**config.mk**
```make
export PLATFORM = sky130hd
export DESIGN_NAME = octpwm_unit
export DESIGN_NICKNAME = d
export VERILOG_FILES = /design/src/rtl/octpwm_pkg.sv /design/src/rtl/octpwm_regs.sv /design/src/rtl/octpwm_timebase.sv /design/src/rtl/octpwm_channel.sv /design/src/rtl/octpwm_unit.sv
export SDC_FILE = /design/constraint.sdc
export NUM_CORES = 1
export LEC_CHECK = 0
export BUFFER_PORTS_ARGS = -buffer_cell sky130_fd_sc_hd__buf_2
export CAP_MARGIN = 30
export CORE_ASPECT_RATIO = 0.75
export CORE_MARGIN = 5
export CORE_UTILIZATION = 56
export DETAILED_ROUTE_END_ITERATION = 7
export GPL_TIMING_DRIVEN = 0
export PLACE_DENSITY = 0.76
export SLEW_MARGIN = 20
export SYNTH_ARGS = -nofsm -noshare
export SYNTH_HDL_FRONTEND = slang
export SYNTH_SLANG_ARGS = --single-unit
```
**constraint.sdc**
```tcl
create_clock -name clk -period 1.6 [get_ports clk]
set_input_delay 0.08 -clock clk [delete_from_list [all_inputs] [get_ports clk]]
set_output_delay 0.08 -clock clk [all_outputs]
set_load 0.05 [all_outputs]
```
**src/rtl/octpwm_pkg.sv**
```systemverilog
package octpwm_pkg;
  // Register map (word addresses)
  localparam int ADR_CTRL     = 0;
  localparam int ADR_TOP      = 1;
  localparam int ADR_TRIG     = 2;
  localparam int ADR_INIT     = 3;
  localparam int ADR_CLEAR    = 4;
  localparam int ADR_CMP_BASE = 16;
  // Control bit positions
  localparam int CB_RUN  = 0;
  localparam int CB_WIE  = 1;
  localparam int CB_LINK = 2;
endpackage

```
**src/rtl/octpwm_regs.sv**
```systemverilog
module octpwm_regs
  import octpwm_pkg::*;
#(
  parameter int NCH = 8,
  parameter int CW  = 15,
  parameter int AW  = 6
) (
  input  logic                    clk,
  input  logic                    rst_n,
  input  logic                    wr_en,
  input  logic [AW-1:0]           wr_addr,
  input  logic [CW-1:0]           wr_data,
  output logic                    run,
  output logic                    wrap_ie,
  output logic                    adc_link,
  output logic [CW-1:0]           top_val,
  output logic [CW-1:0]           trig_val,
  output logic [NCH-1:0]          init_lvl,
  output logic [NCH-1:0][CW-1:0]  cmp_a,
  output logic [NCH-1:0][CW-1:0]  cmp_b,
  output logic                    restart,
  output logic [NCH-1:0]          clr_chan,
  output logic                    clr_wrap
);
  logic wr_ctrl, wr_clear;

  assign wr_ctrl  = wr_en && (wr_addr == AW'(ADR_CTRL));
  assign wr_clear = wr_en && (wr_addr == AW'(ADR_CLEAR));
  assign restart  = wr_ctrl && wr_data[CB_RUN] && !run;
  assign clr_chan = wr_clear ? wr_data[NCH-1:0] : '0;
  assign clr_wrap = wr_clear && wr_data[NCH];

  always_ff @(posedge clk) begin
    if (!rst_n) begin
      run      <= 1'b0;
      wrap_ie  <= 1'b0;
      adc_link <= 1'b0;
      top_val  <= '0;
      trig_val <= '0;
      init_lvl <= '0;
    end else if (wr_en) begin
      if (wr_ctrl) begin
        run      <= wr_data[CB_RUN];
        wrap_ie  <= wr_data[CB_WIE];
        adc_link <= wr_data[CB_LINK];
      end
      if (wr_addr == AW'(ADR_TOP))  top_val  <= wr_data;
      if (wr_addr == AW'(ADR_TRIG)) trig_val <= wr_data;
      if (wr_addr == AW'(ADR_INIT)) init_lvl <= wr_data[NCH-1:0];
    end
  end

  for (genvar i = 0; i < NCH; i++) begin : g_cmp
    localparam int ADR_A = ADR_CMP_BASE + 2 * i;
    always_ff @(posedge clk) begin
      if (!rst_n) begin
        cmp_a[i] <= '0;
        cmp_b[i] <= '0;
      end else if (wr_en) begin
        if (wr_addr == AW'(ADR_A))     cmp_a[i] <= wr_data;
        if (wr_addr == AW'(ADR_A + 1)) cmp_b[i] <= wr_data;
      end
    end
  end

  // a restart can only be requested while stopped; the run bit follows
  a_r1_run_after_restart: assert property (@(posedge clk) disable iff (!rst_n)
    restart |=> run);
endmodule

```
**src/rtl/octpwm_timebase.sv**
```systemverilog
module octpwm_timebase #(
  parameter int CW = 15
) (
  input  logic          clk,
  input  logic          rst_n,
  input  logic          run,
  input  logic          restart,
  input  logic [CW-1:0] top_val,
  input  logic [CW-1:0] trig_val,
  input  logic          adc_link,
  input  logic          adc_pwr_ok,
  input  logic          adc_trig_ok,
  input  logic          clr_wrap,
  output logic [CW-1:0] cnt,
  output logic          wrap_flag,
  output logic          adc_start
);
  logic at_top, wrap_evt, trig_hit;

  assign at_top   = (cnt == top_val);
  assign wrap_evt = restart || (run && at_top);
  assign trig_hit = run && adc_link && adc_pwr_ok && adc_trig_ok && (cnt == trig_val);

  always_ff @(posedge clk) begin
    if (!rst_n) begin
      cnt       <= '0;
      wrap_flag <= 1'b0;
      adc_start <= 1'b0;
    end else begin
      if (restart)     cnt <= '0;
      else if (run)    cnt <= at_top ? '0 : cnt + CW'(1);
      wrap_flag <= (wrap_flag && !clr_wrap) || wrap_evt;
      adc_start <= trig_hit;
    end
  end

  a_r1_restart_zero: assert property (@(posedge clk) disable iff (!rst_n)
    restart |=> (cnt == '0));
  a_r2_restart_flag: assert property (@(posedge clk) disable iff (!rst_n)
    restart |=> wrap_flag);
  a_r3_stop_holds: assert property (@(posedge clk) disable iff (!rst_n)
    (!run && !restart) |=> $stable(cnt));
  a_r4_wrap_to_zero: assert property (@(posedge clk) disable iff (!rst_n)
    (run && at_top) |=> (cnt == '0) && wrap_flag);
  a_r8_needs_run: assert property (@(posedge clk) disable iff (!rst_n)
    !run |=> !adc_start);
endmodule

```
**src/rtl/octpwm_channel.sv**
```systemverilog
module octpwm_channel #(
  parameter int CW = 15
) (
  input  logic          clk,
  input  logic          rst_n,
  input  logic          run,
  input  logic          restart,
  input  logic          init_lvl,
  input  logic [CW-1:0] cnt,
  input  logic [CW-1:0] cmp_a,
  input  logic [CW-1:0] cmp_b,
  input  logic          clr,
  output logic          pwm,
  output logic          flag
);
  logic hit_a, hit_b;

  assign hit_a = run && (cnt == cmp_a);
  assign hit_b = run && (cnt == cmp_b);

  always_ff @(posedge clk) begin
    if (!rst_n) begin
      pwm  <= 1'b0;
      flag <= 1'b0;
    end else begin
      if (restart)    pwm <= init_lvl;
      else if (hit_b) pwm <= 1'b0;
      else if (hit_a) pwm <= 1'b1;
      flag <= (flag && !clr) || hit_a || hit_b;
    end
  end

  a_r6_low_wins: assert property (@(posedge clk) disable iff (!rst_n)
    hit_b |=> !pwm);
  a_r6_high_on_a: assert property (@(posedge clk) disable iff (!rst_n)
    (hit_a && !hit_b) |=> pwm);
  a_r7_flag_sticky: assert property (@(posedge clk) disable iff (!rst_n)
    (flag && !clr) |=> flag);
  a_r3_out_holds: assert property (@(posedge clk) disable iff (!rst_n)
    (!run && !restart) |=> $stable(pwm));
endmodule

```
**src/rtl/octpwm_unit.sv**
```systemverilog
module octpwm_unit #(
  parameter int NCH = 8,
  parameter int CW  = 15,
  parameter int AW  = 6
) (
  input  logic           clk,
  input  logic           rst_n,
  input  logic           wr_en,
  input  logic [AW-1:0]  wr_addr,
  input  logic [CW-1:0]  wr_data,
  input  logic           adc_pwr_ok,
  input  logic           adc_trig_ok,
  output logic [NCH-1:0] pwm_o,
  output logic [CW-1:0]  cnt_o,
  output logic [NCH-1:0] chan_flag_o,
  output logic           wrap_flag_o,
  output logic           adc_start_o,
  output logic           irq_o
);
  logic                   run, wrap_ie, adc_link, restart, clr_wrap;
  logic [CW-1:0]          top_val, trig_val;
  logic [NCH-1:0]         init_lvl, clr_chan;
  logic [NCH-1:0][CW-1:0] cmp_a, cmp_b;

  octpwm_regs #(.NCH(NCH), .CW(CW), .AW(AW)) u_regs (
    .clk(clk), .rst_n(rst_n), .wr_en(wr_en), .wr_addr(wr_addr), .wr_data(wr_data),
    .run(run), .wrap_ie(wrap_ie), .adc_link(adc_link), .top_val(top_val),
    .trig_val(trig_val), .init_lvl(init_lvl), .cmp_a(cmp_a), .cmp_b(cmp_b),
    .restart(restart), .clr_chan(clr_chan), .clr_wrap(clr_wrap));

  octpwm_timebase #(.CW(CW)) u_tb (
    .clk(clk), .rst_n(rst_n), .run(run), .restart(restart), .top_val(top_val),
    .trig_val(trig_val), .adc_link(adc_link), .adc_pwr_ok(adc_pwr_ok),
    .adc_trig_ok(adc_trig_ok), .clr_wrap(clr_wrap), .cnt(cnt_o),
    .wrap_flag(wrap_flag_o), .adc_start(adc_start_o));

  for (genvar i = 0; i < NCH; i++) begin : g_ch
    octpwm_channel #(.CW(CW)) u_ch (
      .clk(clk), .rst_n(rst_n), .run(run), .restart(restart),
      .init_lvl(init_lvl[i]), .cnt(cnt_o), .cmp_a(cmp_a[i]), .cmp_b(cmp_b[i]),
      .clr(clr_chan[i]), .pwm(pwm_o[i]), .flag(chan_flag_o[i]));
  end

  assign irq_o = (|chan_flag_o) || (wrap_flag_o && wrap_ie);

  // with the enable off the wrap flag alone never raises the request
  a_r5_gate: assert property (@(posedge clk) disable iff (!rst_n)
    (!wrap_ie && chan_flag_o == '0) |-> !irq_o);
endmodule

```
=== Word level (Yosys, flattened, before mapping) ===
Cells that the tools add are included.

* Input bits: 26
* Output and inout bits: 34
* Register bits after elaboration: 314

* Bitwise operators: 1
* Multiplexer cells: 26
* Add/sub/neg operators: 1
* Reductions and logical operators: 96
* Equal/unequal tests: 38

{| class="wikitable"
|+ Operators by type and width
! cell !! count
|-
| $eq 15x15->1 || 18
|-
| $eq 6x5->1 const B || 16
|-
| $reduce_and 2->1 || 20
|-
| $logic_and 1x1->1 || 36
|-
| $mux 1 || 24
|-
| $reduce_bool 3->1 || 8
|-
| $logic_or 1x1->1 || 19
|-
| $add 15x1->15 const B || 1
|-
| $mux 15 || 1
|-
| $eq 6x2->1 const B || 2
|-
| $logic_not 1->1 || 10
|-
| $mux 8 || 1
|-
| $reduce_or 8->1 || 1
|-
| $eq 6x1->1 const B || 1
|-
| $eq 6x3->1 const B || 1
|-
| $logic_not 6->1 || 1
|-
| $reduce_or 2->1 || 1
|-
| $not 1->1 || 1
|}

=== Longest topological paths before layout ===
* Depth after elaboration: 7
* Depth in mapped cells: 8

=== By module ===
Synthesis repeated with hierarchy kept, for this count alone.

* Cells, all modules: 1505
* Area, all modules: 14881.8 um^2

{| class="wikitable"
|+ By module, submodules not included
! module !! cells an instance !! instances !! area each (um^2)
|-
| octpwm_regs || 977 || 1 || 10304.9
|-
| octpwm_channel || 49 || 8 || 424.2
|-
| octpwm_timebase || 132 || 1 || 1162.4
|-
| octpwm_unit || 4 || 1 || 21.3
|}

=== Worst setup path before layout ===
OpenSTA, ideal clock, no wires.

* Kind: reg2reg
* Start: register u_tb.cnt[4]
* End: register g_ch[2].u_ch.flag
* Arrival: 2050 ps
* Setup slack: -521 ps
* Required time: 1530 ps
* Stages on the path, launching flop included: 8
* Path buffers: 2
* Path through: dfxtp_1 clkbuf_1 clkbuf_1 xnor2_1 nand4_1 nor4_1 nor2_1 a21oi_1

* Cells in the longest elaborated chain, start to end: 4
* Elaborated cells between the ends (all ways): 6

{| class="wikitable"
|+ Ends and longest elaborated chain
! element !! line !! text
|-
| from (decl) || octpwm_timebase.sv:14 || <nowiki>output logic [CW-1:0] cnt,</nowiki>
|-
| from (signal assigned) || octpwm_timebase.sv:31 || <nowiki>else if (run) cnt <= at_top ? '0 : cnt + CW'(1);</nowiki>
|-
| $eq 15x15->1 || octpwm_channel.sv:18 || <nowiki>assign hit_a = run && (cnt == cmp_a);</nowiki>
|-
| $logic_and 1x1->1 || octpwm_channel.sv:18 ||
|-
| $logic_or 1x1->1 || octpwm_channel.sv:29 || <nowiki>flag <= (flag && !clr) || hit_a || hit_b;</nowiki>
|-
| $logic_or 1x1->1 * || octpwm_channel.sv:29 ||
|-
| to (signal assigned) || octpwm_channel.sv:29 ||
|-
| to (decl) || octpwm_channel.sv:14 || <nowiki>output logic flag</nowiki>
|}

Mark *: on every way between the ends. The rest lies on a longest branch, timed or not.
A chain may end at the register's enable or synchronous reset.

=== Worst setup path after layout ===
* Start: register u_tb.cnt[14]
* End: register g_ch[5].u_ch.pwm

* Cells in the longest elaborated chain, start to end: 4
* Elaborated cells between the ends (all ways): 7

{| class="wikitable"
|+ Ends and longest elaborated chain
! element !! line !! text
|-
| $eq 15x15->1 || octpwm_channel.sv:19 || <nowiki>assign hit_b = run && (cnt == cmp_b);</nowiki>
|-
| $logic_and 1x1->1 || octpwm_channel.sv:19 ||
|-
| $mux 1 || octpwm_channel.sv:27 || <nowiki>else if (hit_b) pwm <= 1'b0;</nowiki>
|-
| $mux 1 || octpwm_channel.sv:26 || <nowiki>if (restart) pwm <= init_lvl;</nowiki>
|-
| to (signal assigned) || octpwm_channel.sv:26 ||
|-
| to (decl) || octpwm_channel.sv:13 || <nowiki>output logic pwm,</nowiki>
|}

Several ways; a longest one is shown, not always the timed one.

==> impl_metrics.env <==
export IMPL_status="complete, but fails checks"
export IMPL_violations="setup timing"
export IMPL_drv_cap=0
export IMPL_cts_tree="done"
export IMPL_tightest_slew_ns=1.088
export IMPL_start_kind="flip-flop"
export IMPL_core_area_sq_um=26040
export IMPL_viasPerCell=6.358
export IMPL_syn_to_final_growth_pct=30.13
export IMPL_grt_pass1_vias=13180
export IMPL_worstRegToRegCells=7
export IMPL_clk_pin_slew_ns=0.07
export IMPL_dp_final_hpwl_microns=33910
export IMPL_grt_pass1_wl_microns=81830
export IMPL_globalRouteTotalUtil_pct=36.51
export IMPL_cts_max_level=1
export IMPL_peakVddDrop_mv=0.8985
export IMPL_critPathMaxFanout=10
export IMPL_path_buf_inv=3
export IMPL_cp_required_ns=2.05
export IMPL_setup_violations=46
export IMPL_nets=1924
export IMPL_syn_num_nets=1748
export IMPL_total_leakage_power_uw=0.006555
export IMPL_p_per_area_nw_per_um2=859.0
export IMPL_path_depth=7
export IMPL_cts_buffer_depth=3
export IMPL_worstSkewPairLatency_ns=0.58
export IMPL_yosys_top_cells_count="dfxtp_1, xnor2_1, nand2_1, nor2_1, a21oi_1"
export IMPL_drt_wl_total_microns=59360
export IMPL_worst_path_largest_cell_delay_ns=0.46
export IMPL_cpLargestDelayFamily="simple AND/OR/NAND/NOR gates"
export IMPL_slew_headroom_pct=27.49
export IMPL_ys_seq_area_share_pct=42.36
export IMPL_worst_hold_path_num_cells=5
export IMPL_dieArea_sq_um=29890
export IMPL_synth_seq_cells=314
export IMPL_drive_gt1_share_pct=23.17
export IMPL_die_w_microns=198.0
export IMPL_grt_antenna_before_repair=0
export IMPL_synth_distinct_cells=38
export IMPL_worst_clock_skew_ns=0.01526
export IMPL_die_h_microns=151.0
export IMPL_yosysTopAreaCell="dfxtp_1"
export IMPL_yosys_area_top_type_share_pct=42.36
export IMPL_gp_congestion=0.9529
export IMPL_avgSynthCellArea_sq_um=8.622
export IMPL_cp_arrival_ns=2.31
export IMPL_cp_slowest_cell="nor4_4"
export IMPL_ant_nets=0
export IMPL_ys_top_cells_by_area="dfxtp_1, xnor2_1, mux2i_1"
export IMPL_rrSetupSlack_ns=-0.26
export IMPL_cts_sinks=314
export IMPL_period_share_pct=116.0
export IMPL_synth_cells=1721
export IMPL_ioPinCount=60
export IMPL_root_buffer="clkbuf_16"
export IMPL_ys_async_sr_fraction_pct=0
export IMPL_vias=14410
export IMPL_yosysWarnings=0
export IMPL_drc=0
export IMPL_initial_core_util_pct=56.99
export IMPL_firstDrtPassIters=8
export IMPL_synth_edff_count=0
export IMPL_grt_max_degree=15
export IMPL_synth_main_ff_cell="dfxtp_1"
export IMPL_io_buffers=47
export IMPL_crit_chain="buf_12 > buf_16 > xnor2_1 > nand4_1 > nor4_4 > buf_4 > o31ai_2"
export IMPL_rsz0062_at_grt="yes"
export IMPL_worstSetupPathType="reg2reg"
export IMPL_fin_crit_ns=1.856
export IMPL_min_path_type="in2reg"
export IMPL_fmax_mhz=538.9
export IMPL_cts_buffers=31
export IMPL_n_fill_cell=1667
export IMPL_hold_viol_final=0
export IMPL_crit_path_end_kind="flip-flop"
export IMPL_post_route_util_pct=74.16
export IMPL_synth_most_common_cell="dfxtp_1"
export IMPL_whs_ns=0.07224
export IMPL_rows=51
export IMPL_grt_overflow=0
export IMPL_finalMaxSlewViolations=0
export IMPL_finalWorstSetupSlack_ns=-0.2558
export IMPL_wl_per_cell_microns=26.20
export IMPL_drt_initial_drc_count=2229
export IMPL_synth_area_sq_um=14840
==> cell families after synthesis <==
logic type	synth area share [%]
XOR/XNOR	16.76
buffers and inverters	5.835
adder cells (fa/ha/maj)	0.08431
multiplexers	8.702
AO/OA/AOI/OAI	5.903
AND/OR/NAND/NOR	20.35
flip-flops	42.36
==> registers in the layout, summed over array words and instances (netlist names) <==
name,flops
u_regs.cmp_b,120
u_regs.adc_link,1
g_ch.u_ch.flag,8
u_regs.init_lvl,8
u_tb.wrap_flag,1
u_tb.adc_start,1
u_regs.cmp_a,120
u_regs.wrap_ie,1
g_ch.u_ch.pwm,8
u_regs.run,1
u_regs.top_val,15
u_tb.cnt,15
u_regs.trig_val,15
==> repair_timing <==
item                                   4_1_cts  5_1_grt
resized for setup                          166       81
endpoints found under the hold margin       32        0
pin swaps                                   52       57
hold buffers                                11        0
buffers inserted                            59       26
setup endpoints to repair                   34       36
cloned                                       6        3
==> worst paths after layout <==
path | start | to
setup / recovery | u_tb.cnt[14]$_SDFFE_PP0P_ | g_ch[5].u_ch.pwm$_SDFFE_PN0P_
hold reg to reg | u_regs.init_lvl[7]$_SDFFE_PN0P_ | g_ch[7].u_ch.pwm$_SDFFE_PN0P_
setup reg to reg | u_tb.cnt[14]$_SDFFE_PP0P_ | g_ch[5].u_ch.pwm$_SDFFE_PN0P_
hold / removal | wr_addr[4] | u_regs.cmp_b[29]$_SDFFE_PN0P_
==> final cells by class <==
type	count	area, sq um	area share (%)
clock buffers	41	894.6	4.633
plain buffers	160	1305	6.759
repair buffers	152	1444	7.478
diodes	1	2.502	0.01296
inverters	4	15.01	0.07776
flip-flops and latches	314	6347	32.87
multi-input cells	1234	8683	44.97
well taps	344	430.4	2.229
clock inverters	16	186.4	0.9655
==> per-stage QoR <==
stage / instance area [sq um] / total power, uW / TNS, ns / std cells / worst slack (ns)
after detailed placement: 15830 / 8764 / -84.34 / 2112 / -0.9239
final: 19310 / 16590 / -5.956 / 2266 / -0.2558
after CTS: 18550 / 16400 / -1.892 / 2237 / -0.1059
after floorplan: 15160 / 8442 / -0.2163 / 1721 / -0.02182
after global placement: 15830 / 8756 / -76.57 / 2112 / -0.9445
after global routing: 19310 / 16840 / -7.008 / 2265 / -0.2785
==> power breakdown <==
group          switching, uW  total [uW]  internal [uW]
registers               28.2        7850           7820
logic                    686         882            196
clock network           3290        7860           4560
==> worst reg2reg max path, delay by kind of cell, from the launching register on <==
family          cells  cell delay (ns)
simple gates        2             0.62
buf+inv             3             0.51
flops               1             0.35
xor+xnor            1             0.17
compound gates      1             0.06
==> layout by cell type (no fill, tap or decap), types with 75 or more instances in the layout <==
cell and instances:
xnor2_1 187, nand3_1 100, xnor2_2 80, buf_4 75, dfxtp_1 297, nand4_1 77, buf_2 79, nor2_1 149
a21oi_1 160, mux2i_1 129, nand2_1 253
==> layer usage <==
layer	routed length (microns)	global-route usage [%]	part of all wire [%]
met5	0	0	0
met4	4841	19.89	8.2
met3	9104	11.10	15
met2	24810	54.98	42
met1	20600	47.17	35
Power figures use the tool's default switching activity.
